**config.mk**
```make
export PLATFORM = sky130hd
export DESIGN_NAME = rob_core
export DESIGN_NICKNAME = d
export VERILOG_FILES = /design/src/rtl/rob_core.sv
export SDC_FILE = /design/constraint.sdc
export NUM_CORES = 2
export LEC_CHECK = 0
export BUFFER_PORTS_ARGS = -buffer_cell sky130_fd_sc_hd__buf_2
export CAP_MARGIN = 20
export CORE_UTILIZATION = 60
export CTS_CLUSTER_SIZE = 16
export DETAILED_ROUTE_END_ITERATION = 8
export PLACE_DENSITY = 0.81
export SYNTH_ARGS = -nofsm -noshare
export SYNTH_HDL_FRONTEND = slang
export SYNTH_SLANG_ARGS = --single-unit
```
**constraint.sdc**
```tcl
create_clock -name clk -period 8.5 [get_ports clk]
set_input_delay 1.275 -clock clk [delete_from_list [all_inputs] [get_ports clk]]
set_output_delay 1.275 -clock clk [all_outputs]
set_load 0.02 [all_outputs]
```
**src/rtl/rob_core.sv**
```systemverilog
module rob_core #(
  parameter int ROB_N = 8,
  parameter int RS_N  = 4,
  parameter int NREG  = 8,
  parameter int W     = 16
) (
  input  logic                    clk,
  input  logic                    rst_n,
  input  logic                    issue_valid,
  input  logic [1:0]              issue_op,
  input  logic [$clog2(NREG)-1:0] issue_src1,
  input  logic [$clog2(NREG)-1:0] issue_src2,
  input  logic                    issue_has_dst,
  input  logic [$clog2(NREG)-1:0] issue_dst,
  input  logic [W-1:0]            issue_imm,
  output logic                    issue_ready,
  input  logic                    cdb_gnt,
  output logic                    commit_valid,
  output logic                    commit_wr,
  output logic [$clog2(NREG)-1:0] commit_reg,
  output logic [W-1:0]            commit_data,
  input  logic [$clog2(NREG)-1:0] rd_addr,
  output logic [W-1:0]            rd_data,
  output logic                    rd_valid
);
  localparam int TW = $clog2(ROB_N);
  localparam int RW = $clog2(NREG);
  localparam int SW = $clog2(RS_N);
  localparam logic [TW:0] FULL_CNT = (TW+1)'(ROB_N);
  localparam logic [1:0] OP_ADD = 2'd0, OP_SUB = 2'd1, OP_XOR = 2'd2, OP_LDI = 2'd3;

  logic [NREG-1:0][W-1:0]  rf_data;
  logic [NREG-1:0]         rf_valid;
  logic [NREG-1:0][TW-1:0] rf_tag;

  logic [ROB_N-1:0]         rob_done, rob_wr;
  logic [ROB_N-1:0][RW-1:0] rob_dst;
  logic [ROB_N-1:0][W-1:0]  rob_data;
  logic [TW-1:0]            head, tail;
  logic [TW:0]              cnt;

  logic [RS_N-1:0]          rs_full, rs_v1, rs_v2;
  logic [RS_N-1:0][1:0]     rs_op;
  logic [RS_N-1:0][TW-1:0]  rs_tag, rs_q1, rs_q2;
  logic [RS_N-1:0][W-1:0]   rs_d1, rs_d2, rs_imm;

  logic          s1_v, s2_v;
  logic [TW-1:0] s1_tag, s2_tag;
  logic [W-1:0]  s1_res, s2_res;

  logic          cdb_fire;
  logic [TW-1:0] cdb_tag;
  logic [W-1:0]  cdb_data;
  logic          issue_fire, retire_fire, disp_fire;
  logic          s1_free, s2_free;
  logic          free_any, disp_any;
  logic [SW-1:0] free_idx, disp_idx;
  logic [W-1:0]  alu;
  logic [W+TW:0] op1, op2;

  assign s2_free     = !s2_v || cdb_gnt;
  assign s1_free     = !s1_v || s2_free;
  assign cdb_fire    = s2_v && cdb_gnt;
  assign cdb_tag     = s2_tag;
  assign cdb_data    = s2_res;
  assign issue_ready = free_any && (cnt != FULL_CNT);
  assign issue_fire  = issue_valid && issue_ready;
  assign disp_fire   = disp_any && s1_free;
  assign retire_fire = (cnt != '0) && rob_done[head];

  assign commit_valid = retire_fire;
  assign commit_wr    = rob_wr[head];
  assign commit_reg   = rob_dst[head];
  assign commit_data  = rob_data[head];
  assign rd_data      = rf_data[rd_addr];
  assign rd_valid     = rf_valid[rd_addr];

  function automatic logic [W+TW:0] fetch(input logic [RW-1:0] r);
    logic [TW-1:0] t;
    t = rf_tag[r];
    if (issue_op == OP_LDI || rf_valid[r]) return {1'b1, t, rf_data[r]};
    else if (cdb_fire && cdb_tag == t)     return {1'b1, t, cdb_data};
    else                                   return {rob_done[t], t, rob_data[t]};
  endfunction

  assign op1 = fetch(issue_src1);
  assign op2 = fetch(issue_src2);

  always_comb begin
    free_any = 1'b0;
    free_idx = '0;
    disp_any = 1'b0;
    disp_idx = '0;
    for (int i = RS_N - 1; i >= 0; i--) begin
      if (!rs_full[i]) begin
        free_any = 1'b1;
        free_idx = SW'(i);
      end
      if (rs_full[i] && rs_v1[i] && rs_v2[i]) begin
        disp_any = 1'b1;
        disp_idx = SW'(i);
      end
    end
  end

  always_comb begin
    case (rs_op[disp_idx])
      OP_ADD:  alu = rs_d1[disp_idx] + rs_d2[disp_idx];
      OP_SUB:  alu = rs_d1[disp_idx] - rs_d2[disp_idx];
      OP_XOR:  alu = rs_d1[disp_idx] ^ rs_d2[disp_idx];
      default: alu = rs_imm[disp_idx];
    endcase
  end

  always_ff @(posedge clk or negedge rst_n) begin
    if (!rst_n) begin
      rf_data  <= '0;
      rf_valid <= '1;
      rf_tag   <= '0;
      rob_done <= '0;
      rob_wr   <= '0;
      rob_dst  <= '0;
      rob_data <= '0;
    end else begin
      if (retire_fire && rob_wr[head]) begin
        rf_data[rob_dst[head]] <= rob_data[head];
        if (rf_tag[rob_dst[head]] == head) rf_valid[rob_dst[head]] <= 1'b1;
      end
      if (issue_fire) begin
        rob_done[tail] <= 1'b0;
        rob_wr[tail]   <= issue_has_dst;
        rob_dst[tail]  <= issue_dst;
        if (issue_has_dst) begin
          rf_tag[issue_dst]   <= tail;
          rf_valid[issue_dst] <= 1'b0;
        end
      end
      if (cdb_fire) begin
        rob_done[cdb_tag] <= 1'b1;
        rob_data[cdb_tag] <= cdb_data;
      end
    end
  end

  always_ff @(posedge clk or negedge rst_n) begin
    if (!rst_n) begin
      rs_full <= '0;
      rs_v1   <= '0;
      rs_v2   <= '0;
      rs_op   <= '0;
      rs_tag  <= '0;
      rs_q1   <= '0;
      rs_q2   <= '0;
      rs_d1   <= '0;
      rs_d2   <= '0;
      rs_imm  <= '0;
    end else begin
      for (int i = 0; i < RS_N; i++) begin
        if (issue_fire && free_idx == SW'(i)) begin
          rs_full[i] <= 1'b1;
          rs_tag[i]  <= tail;
          rs_op[i]   <= issue_op;
          rs_imm[i]  <= issue_imm;
          {rs_v1[i], rs_q1[i], rs_d1[i]} <= op1;
          {rs_v2[i], rs_q2[i], rs_d2[i]} <= op2;
        end else if (rs_full[i]) begin
          if (!rs_v1[i] && cdb_fire && rs_q1[i] == cdb_tag) begin
            rs_v1[i] <= 1'b1;
            rs_d1[i] <= cdb_data;
          end
          if (!rs_v2[i] && cdb_fire && rs_q2[i] == cdb_tag) begin
            rs_v2[i] <= 1'b1;
            rs_d2[i] <= cdb_data;
          end
          if (disp_fire && disp_idx == SW'(i)) rs_full[i] <= 1'b0;
        end
      end
    end
  end

  always_ff @(posedge clk or negedge rst_n) begin
    if (!rst_n) begin
      s1_v   <= 1'b0;
      s1_tag <= '0;
      s1_res <= '0;
      s2_v   <= 1'b0;
      s2_tag <= '0;
      s2_res <= '0;
      head   <= '0;
      tail   <= '0;
      cnt    <= '0;
    end else begin
      if (s2_free) begin
        s2_v   <= s1_v;
        s2_tag <= s1_tag;
        s2_res <= s1_res;
      end
      if (s1_free) begin
        s1_v   <= disp_fire;
        s1_tag <= rs_tag[disp_idx];
        s1_res <= alu;
      end
      tail <= tail + TW'(issue_fire);
      head <= head + TW'(retire_fire);
      cnt  <= cnt + (TW+1)'(issue_fire) - (TW+1)'(retire_fire);
    end
  end
endmodule

```
==> impl_results.md <==
* Fin crit share at 0.653
* # hold bufs at CTS at 0
* Setup TNS at 0 ns
* Routed vias/inst at 7.10
* Root buf cell: clkbuf_16
* Share of cells above drive strength 1 at 0.303
* Final clock skew at 0.0205 ns
* Drt wl/cell at 26.3 um
* Die ar. at 60600 um^2
* Bufs on Longest Clock Path at 3
* Seq cells post-synth at 626
* Leading cell types in the layout, fill and taps excluded: 616 x dfrtp_1, 450 x mux2_2, 224 x a211oi_1
* Chip height at 246 um
* Number of I/O pins at 74
* Async SR Flop Fraction at 1.00
* Worst-skew pair later-pin latency at 0.62 ns
* First-pass GRT wire length at 158 mm
* Syn_nets at 3133
* Final Max Tran Viols at 0
* WP data arrival at 6.04 ns
* Met2 Track Usage GR at 0.538
* Most repeated library cell on the critical path: o21ai_0
* Core Area at 59000 um^2
* Final setup violation count at 0
* Initial core utilization at 0.606
* CP Cell Sequence: and3_1 > o31ai_4 > buf_4 > a32oi_1 > nand4_1 > nor4_1 > a21oi_1 > xor2_1 > ha_1 > a21oi_1 > o21ai_0 > or3_1 > o21ai_0 > o21ai_0 > and3_1 > o21ai_0 > a31oi_1
* DRT iter0 DRCs at 3431
* Crit-path leading delay family: simple AND/OR/NAND/NOR gates
* Top_reg_cell synth: dfrtp_1
* Post-CTS resize count at 0
* Largest net degree at the start of global routing at 187
* DR vias at 27100
* Minimum clock period at 5.55 ns
* Final hold vios at 0
* Setup bufs post-CTS at 0
* Gr ovfl total at 0
* HP Class: reg -> reg
* Row count at 89
* Initial antenna violation count at 1
* 1st-pass router iterations at 6
* Synthesis warning total at 0
* Number of enable flip-flop cells after synthesis at 0
* WS Path Type: reg -> reg
* Vias in the first global route at 27800
* Status: finished, final reports clean
* Met1 usage at 0.445
* Max-cap viol count at 0
* Most crowded layer after global routing: met2
* Commonest non-fill, non-tap cell in the layout: dfrtp_1
* RSZ-0062 raised after global routing: no
* Die width at 246 um
* Final wirelength at 100 mm
* Critical path endpoint category: flop
* Detail Route Antenna Nets at 0
* Reg clk slew, reported paths at 0.06 ns
* Netlist cell types at 74
* Avg Inst Size Synth at 11.7 um^2
* Slowest CP cell: and3_1
* Total GRT Usage at 0.337
* Buffers & Inverters on Critical Path at 1
* Post-DP HPWL at 62.8 mm
* Grt met3 use at 0.0600
* CTS tree: built
* Clock net sink count at 626
* Area growth syn-to-layout at 9.00%
* TritonCTS Buffers at 67
* DRC at 0
* Tightest Pin Transition at 1.19 ns
* Worst reg2reg setup slack at 2.95 ns
* GP Congestion at 0.918
* Worst EP required at 8.99 ns
* Worst stage delay on the critical path at 0.65 ns
* Post-Synthesis Cell Area at 35800 um^2
* Crit start category: flop
* Max Clock Freq at 180 MHz
* Max transition margin at 0.205
* CP Max Fanout at 31
* H-tree levels at 3
* Syn Inst Count at 3070
* Port Buffers at 73
* Sequential area share after synthesis at 0.438
* # nets final at 3057
## flip-flops by register name (all words and copies together), names as in the netlist, 16 cells and up
name,flops
rf_data,128
rob_data,128
rs_d1,64
rs_d2,64
rs_imm,64
rf_tag,24
rob_dst,24
cdb_data,16
s1_res,16
## final timing paths
check	end	cells past startpoint	startpoint
worst max-delay path	s1_res[15]$_DFFE_PN0P_	17	rs_full[2]$_DFF_PN0_
worst min-delay path	s1_res[2]$_DFFE_PN0P_	1	s1_res[2]$_DFFE_PN0P_
worst max register to register	s1_res[15]$_DFFE_PN0P_	17	rs_full[2]$_DFF_PN0_
worst min register to register	s1_res[2]$_DFFE_PN0P_	1	s1_res[2]$_DFFE_PN0P_
max in group asynchronous	rob_data[95]$_DFFE_PN0P_	3	rst_n
min in group asynchronous	rs_imm[31]$_DFFE_PN0P_	1	rst_n
## stage by stage
step	hold slack (ns)	cell area [um^2]	setup WS, ns	cells	util
3_5_place_dp	0.464	36700	3.07	3697	0.622
2_1_floorplan	0.422	35800	4.02	3070	-
6_report	0.491	39000	2.95	3814	0.661
3_3_place_gp	0.452	36700	3.10	3695	0.621
5_1_grt	0.509	39000	2.45	3813	0.661
4_1_cts	0.493	39000	3.03	3812	0.661
## kinds of logic (layout without fill, tap and decap cells)
logic type,after synthesis,count (layout),share of synthesized area
AOI/OAI and AO/OA,693,693,0.134
other,0,1,0
and+or+nand+nor,609,609,0.0881
adders and majority gates,28,28,0.0102
DFF,626,626,0.438
buffers and inverters,312,282,0.0348
muxes,735,735,0.279
xor gates and xnor gates,67,67,0.0164
## metal layers
metal,routed length [um],up-vias
li1,-,11400
met1,38900,13800
met2,47400,1589
met3,9060,342
met4,4820,0
met5,0,-
## Yosys cell counts (7+ instances only)
cell type	instances	area, um^2
xor2_1	14	123
mux2i_1	118	1180
a21oi_1	212	1060
a21o_1	8	60.1
nand3_1	34	170
nand2_1	127	477
xnor2_1	53	464
a211o_1	33	289
a41oi_1	9	78.8
ha_1	26	325
nand4_1	8	50.1
a222oi_1	35	350
buf_1	31	116
buf_2	45	225
clkbuf_1	200	751
mux4_2	160	3600
a31oi_1	38	238
mux2_2	450	5070
nand2b_1	42	263
dfrtp_1	618	15500
nor3_1	33	165
o21ai_0	42	210
a31oi_2	16	200
and2_1	7	43.8
a211oi_1	224	1680
and3_1	7	43.8
nor2b_1	190	1190
inv_1	31	116
nor2_1	130	488
dfstp_2	8	210
o211ai_1	11	82.6
## final cells by class
cell class	instances	area (um^2)
multi-input cells	2132	19000
well taps	773	967
diodes	1	2.50
clock inverters	24	315
fillers	4190	20000
clock buffers	91	1960
flip-flops and latches	626	15700
inverters	32	120
repair buffers	135	916
Power is left out: the tool's default activity adds up to more than one toggle a clock period on the data nets, which glitch-free logic cannot reach.
